$ cat config.mk
export PLATFORM = sky130hd
export DESIGN_NAME = i2c_irq_vector
export DESIGN_NICKNAME = d
export VERILOG_FILES = /design/src/rtl/i2c_irq_pkg.sv /design/src/rtl/i2c_irq_flag_bank.sv /design/src/rtl/i2c_irq_prio.sv /design/src/rtl/i2c_irq_regs.sv /design/src/rtl/i2c_irq_vector.sv
export SDC_FILE = /design/constraint.sdc
export NUM_CORES = 1
export LEC_CHECK = 0
export BUFFER_PORTS_ARGS = -buffer_cell sky130_fd_sc_hd__clkbuf_2
export CAP_MARGIN = 20
export CORE_MARGIN = 2
export CORE_UTILIZATION = 47
export CTS_CLUSTER_DIAMETER = 60
export DETAILED_ROUTE_END_ITERATION = 8
export MAX_ROUTING_LAYER = met4
export PLACE_DENSITY = 0.8
export RECOVER_POWER = 100
export SYNTH_ARGS = -nofsm -noshare
export SYNTH_HDL_FRONTEND = slang
export SYNTH_HIERARCHICAL = 1
export SYNTH_SLANG_ARGS = --single-unit
$ cat constraint.sdc
create_clock -name clk -period 1.7 [get_ports clk]
set_input_delay 0.17 -clock clk [delete_from_list [all_inputs] [get_ports clk]]
set_output_delay 0.17 -clock clk [all_outputs]
set_load 0.1 [all_outputs]
$ cat src/rtl/i2c_irq_pkg.sv
// Shared constants for the I2C interrupt vector/status unit.
// Assumes seven events whose index fixes both mask bit and status bit.
package i2c_irq_pkg;
    localparam int NUM_EV  = 7;
    localparam int DATA_W  = 16;
    localparam int ADDR_W  = 2;
    localparam int VEC_W   = $clog2(NUM_EV + 1);
    localparam int RX_IDX  = 3;
    localparam int TX_IDX  = 4;
    localparam int RSF_BIT = 11;
    localparam int BB_BIT  = 12;

    localparam logic [ADDR_W-1:0] A_MASK = ADDR_W'(0);
    localparam logic [ADDR_W-1:0] A_STAT = ADDR_W'(1);
    localparam logic [ADDR_W-1:0] A_VEC  = ADDR_W'(2);

    typedef enum logic [VEC_W-1:0] {
        V_NONE  = 3'd0,
        V_ARB   = 3'd1,
        V_NACK  = 3'd2,
        V_ACC   = 3'd3,
        V_RX    = 3'd4,
        V_TX    = 3'd5,
        V_STOP  = 3'd6,
        V_SLAVE = 3'd7
    } vec_code_e;
endpackage

$ cat src/rtl/i2c_irq_flag_bank.sv
// Sticky event flags. Each flag is set by its event pulse and cleared by
// a write-one-to-clear, a vector-read clear, or (for the two data-ready
// flags) a data register strobe. A set in the same cycle as a clear wins.
// Assumes all clear inputs are single-cycle strobes.
module i2c_irq_flag_bank #(
    parameter int N      = 7,
    parameter int RX_POS = 3,
    parameter int TX_POS = 4
) (
    input  logic         clk,
    input  logic         rst_n,
    input  logic [N-1:0] set_i,
    input  logic [N-1:0] w1c_i,
    input  logic [N-1:0] vclr_i,
    input  logic         rxd_read,
    input  logic         txd_write,
    output logic [N-1:0] flags_o
);
    for (genvar i = 0; i < N; i++) begin : g_bit
        logic strobe_clr;
        logic flag_q;

        // Select the data-register strobe that clears this flag, if any.
        if (i == RX_POS) begin : g_rx
            assign strobe_clr = rxd_read;
        end else if (i == TX_POS) begin : g_tx
            assign strobe_clr = txd_write;
        end else begin : g_none
            assign strobe_clr = 1'b0;
        end

        // Hold the flag; a new event overrides any clear in the same cycle.
        always_ff @(posedge clk) begin
            if (!rst_n)
                flag_q <= 1'b0;
            else
                flag_q <= set_i[i] | (flag_q & ~(w1c_i[i] | vclr_i[i] | strobe_clr));
        end

        assign flags_o[i] = flag_q;
    end
endmodule

$ cat src/rtl/i2c_irq_prio.sv
// Fixed-priority encoder: lowest set request index wins. Outputs the
// index plus one as a code (0 when nothing requests) and a one-hot grant.
module i2c_irq_prio #(
    parameter int N = 7,
    parameter int W = 3
) (
    input  logic [N-1:0] req_i,
    output logic [W-1:0] code_o,
    output logic [N-1:0] grant_o
);
    // Scan from the highest index down so the lowest one is left standing.
    always_comb begin
        code_o  = '0;
        grant_o = '0;
        for (int i = N - 1; i >= 0; i--) begin
            if (req_i[i]) begin
                code_o     = W'(i + 1);
                grant_o    = '0;
                grant_o[i] = 1'b1;
            end
        end
    end
endmodule

$ cat src/rtl/i2c_irq_regs.sv
// Register decode for the interrupt unit: mask register storage, status
// write-one-to-clear decode, vector-read clear and the read data mux.
// Assumes read data is consumed combinationally in the strobe cycle.
module i2c_irq_regs
    import i2c_irq_pkg::*;
#(
    parameter int N  = NUM_EV,
    parameter int DW = DATA_W,
    parameter int AW = ADDR_W,
    parameter int VW = VEC_W
) (
    input  logic          clk,
    input  logic          rst_n,
    input  logic [AW-1:0] addr_i,
    input  logic          wr_i,
    input  logic          rd_i,
    input  logic [DW-1:0] wdata_i,
    input  logic [N-1:0]  flags_i,
    input  logic [VW-1:0] code_i,
    input  logic [N-1:0]  grant_i,
    input  logic          rsr_full,
    input  logic          bus_busy,
    output logic [N-1:0]  mask_o,
    output logic [N-1:0]  w1c_o,
    output logic [N-1:0]  vclr_o,
    output logic [DW-1:0] rdata_o
);
    localparam logic [N-1:0] KEEP_ON_READ = N'((1 << RX_IDX) | (1 << TX_IDX));

    logic [N-1:0] mask_q;
    logic         unused_wdata_hi;

    assign unused_wdata_hi = |wdata_i[DW-1:N];

    // Mask register: software-written enable per event.
    always_ff @(posedge clk) begin
        if (!rst_n)
            mask_q <= '0;
        else if (wr_i && addr_i == A_MASK)
            mask_q <= wdata_i[N-1:0];
    end

    assign mask_o = mask_q;

    // Clear requests towards the flag bank.
    always_comb begin
        w1c_o  = (wr_i && addr_i == A_STAT) ? wdata_i[N-1:0] : '0;
        vclr_o = (rd_i && addr_i == A_VEC) ? (grant_i & ~KEEP_ON_READ) : '0;
    end

    // Read data mux; status shows flags plus the two read-only levels.
    always_comb begin
        rdata_o = '0;
        case (addr_i)
            A_MASK: rdata_o[N-1:0] = mask_q;
            A_STAT: begin
                rdata_o[N-1:0]  = flags_i;
                rdata_o[RSF_BIT] = rsr_full;
                rdata_o[BB_BIT]  = bus_busy;
            end
            A_VEC:  rdata_o[VW-1:0] = code_i;
            default: rdata_o = '0;
        endcase
    end
endmodule

$ cat src/rtl/i2c_irq_vector.sv
// Top of the I2C interrupt vector/status unit. Event pulses set sticky
// flags, the mask gates them into one level interrupt and a priority
// vector. Assumes event pulses and register strobes are synchronous to clk.
module i2c_irq_vector
    import i2c_irq_pkg::*;
#(
    parameter int N  = NUM_EV,
    parameter int DW = DATA_W,
    parameter int AW = ADDR_W,
    parameter int VW = VEC_W
) (
    input  logic          clk,
    input  logic          rst_n,
    input  logic [N-1:0]  evt_pulse,
    input  logic          rxd_read,
    input  logic          txd_write,
    input  logic          rsr_full,
    input  logic          bus_busy,
    input  logic [AW-1:0] reg_addr,
    input  logic          reg_wr,
    input  logic          reg_rd,
    input  logic [DW-1:0] reg_wdata,
    output logic [DW-1:0] reg_rdata,
    output logic          irq
);
    logic [N-1:0]  flags;
    logic [N-1:0]  mask;
    logic [N-1:0]  pending;
    logic [N-1:0]  w1c;
    logic [N-1:0]  vclr;
    logic [N-1:0]  grant;
    logic [VW-1:0] vec_code;

    i2c_irq_flag_bank #(.N(N), .RX_POS(RX_IDX), .TX_POS(TX_IDX)) u_flags (
        .clk(clk), .rst_n(rst_n), .set_i(evt_pulse), .w1c_i(w1c),
        .vclr_i(vclr), .rxd_read(rxd_read), .txd_write(txd_write),
        .flags_o(flags)
    );

    // Only enabled flags compete for the vector and the interrupt.
    assign pending = flags & mask;

    i2c_irq_prio #(.N(N), .W(VW)) u_prio (
        .req_i(pending), .code_o(vec_code), .grant_o(grant)
    );

    i2c_irq_regs #(.N(N), .DW(DW), .AW(AW), .VW(VW)) u_regs (
        .clk(clk), .rst_n(rst_n), .addr_i(reg_addr), .wr_i(reg_wr),
        .rd_i(reg_rd), .wdata_i(reg_wdata), .flags_i(flags),
        .code_i(vec_code), .grant_i(grant), .rsr_full(rsr_full),
        .bus_busy(bus_busy), .mask_o(mask), .w1c_o(w1c), .vclr_o(vclr),
        .rdata_o(reg_rdata)
    );

    // Level interrupt while any enabled flag is pending.
    assign irq = |pending;
endmodule

==> out/metrics.cfg <==
[sta]
rsz0062_at_grt=true
worst_slack_ns=-0.183
setup_tns_ns=-0.555
finalCriticalPeriod_ns=1.88
finalSetupViolations=4
finalCritPeriodShare=1.11
max_freq_mhz=531
finClkSkew_ns=0.00762
finalHoldViolCount=0
drv_slew=0

[cts]
cts_tree=done
path_clk_slew_ns=0.09
cts_hold_buffers=0
h-tree-depth=1
clk-insertion-delay-late_ns=0.27
cts_buffer_depth=2
clock-root-buffer=clkbuf_4
cts-buffers-inserted=3
cts_sinks=14

[global_route]
grt_pass1_wl_mm=4.47
grt_pass1_vias=984
grt_max_degree=22
grt_usage=0.226
overflow=0
antenna_found_initial=0

[power_and_ir_drop]
leakage_nw=0.721
total_power_w=0.000981
peakVddDrop_mv=0.523
p_per_area_mw_per_mm2=603

[final_layout]
final_common_cell=clkbuf_2
drive_gt1_frac=0.532
most-common-layout-cells=clkbuf_2, buf_4, and2_1, nand2_1, mux2i_1
antenna_cells=0
stdcell_count=201
utilization=0.735
nets=207
syn_to_final_growth_pct=47.9

[floorplanning]
rows=17
die_w_microns=52.4
ios=50
die-area_sq_mm=0.00274
die_h_microns=52.4
core_sq_mm=0.00221
initial_core_util=0.497

[logic_synthesis]
syn_inst=130
synth_warnings=6
synth.avg_cell_area_sq_um=8.46
netlist_area_sq_mm=0.00110

[worst_setup_path]
critPathRequiredTime_ns=1.53
end_kind=output port
crit_family=compound AO/OA/AOI/OAI gates
cp.arrival_ns=1.71
path_cells=and2_4 > nor2_2 > a2111oi_4 > mux2i_2 > o2bb2ai_4 > buf_12
max_stage_delay_ns=0.37
critPathLaunchType=register
path_max_fanout=4
crit_slowest_cell=a2111oi_4
critPathBufInv=1
critPathKind=register to output port

[run]
maxCapViolations=0

[placed_design]
dp_hpwl_mm=1.99
dp_cells=189
dp_slack_ns=0.0405
gp_congestion=0.958
portBuffers=33

[detailed_routing]
first_pass_iters=5
routed-via-count=1047
drt_iter0_drc=23
viasPerCell=5.21
wl_per_cell_microns=14.9
drc=0
ant_nets=0
wirelength_mm=2.99

[run_status]
status=complete, but fails checks
violations=setup timing

[worst_hold_path]
worstHoldPathType=input pin to register

power by group:
group	internal [W]	switching [W]	leakage, nW	total (W)
Combinational	0.000133	0.000250	0.581	0.000382
Clock	0.000130	0.000107	0.0210	0.000237
Sequential	0.000347	0.0000148	0.119	0.000361
state kept, by name (all words and copies together) (netlist names):
| register | count |
|---|---|
| u_regs/mask_o | 7 |
| u_flags/g_bit.flag_q | 7 |
final timing paths:
path	from	end	slack, ns	cells after the start
worst min register to register	u_regs/mask_o[5]$_SDFFE_PN0P_	u_regs/mask_o[5]$_SDFFE_PN0P_	0.52	2
worst max register to register	u_regs/mask_o[0]$_SDFFE_PN0P_	u_flags/g_bit[6].flag_q$_SDFF_PN0_	0.06	7
worst min-delay path	evt_pulse[4]	u_flags/g_bit[4].flag_q$_SDFF_PN0_	0.1	2
worst max-delay path	u_flags/g_bit[6].flag_q$_SDFF_PN0_	reg_rdata[2]	-0.18	6
stage by stage:
step,hold slack [ns],cell area (sq um)
after CTS,0.0946,1550
after detailed placement,0.384,1420
after global routing,0.0979,1630
after floorplan,0.288,1200
after global placement,0.378,1420
final,0.0952,1630
worst register-to-register path, cell delays in order, from the launching register on:
cell and delay (ns):
dfxtp_1 0.35, and2_4 0.17, buf_4 0.14, nor4_4 0.30, and3_1 0.21, and2_1 0.14
nor3b_1 0.05, o21a_1 0.16
what timing repair did:
action,CTS,global route
pin swaps,9,8
buffers inserted,3,5
endpoints found under the setup margin,4,5
resized for setup,27,16
cell type report:
type / count / area, sq um
clock buffers: 4 / 36.3
fillers: 159 / 586
inverters: 2 / 10.0
multi-input cells: 101 / 835
flip-flops and latches: 14 / 295
well taps: 28 / 35.0
repair buffers: 52 / 415
metal layers:
layer,track usage,share of wire
met1,0.275,0.41
met2,0.377,0.53
met3,0.0286,0.045
met4,0.0940,0.017
met5,-,0
Note: power is estimated with default switching activity, not from simulation.
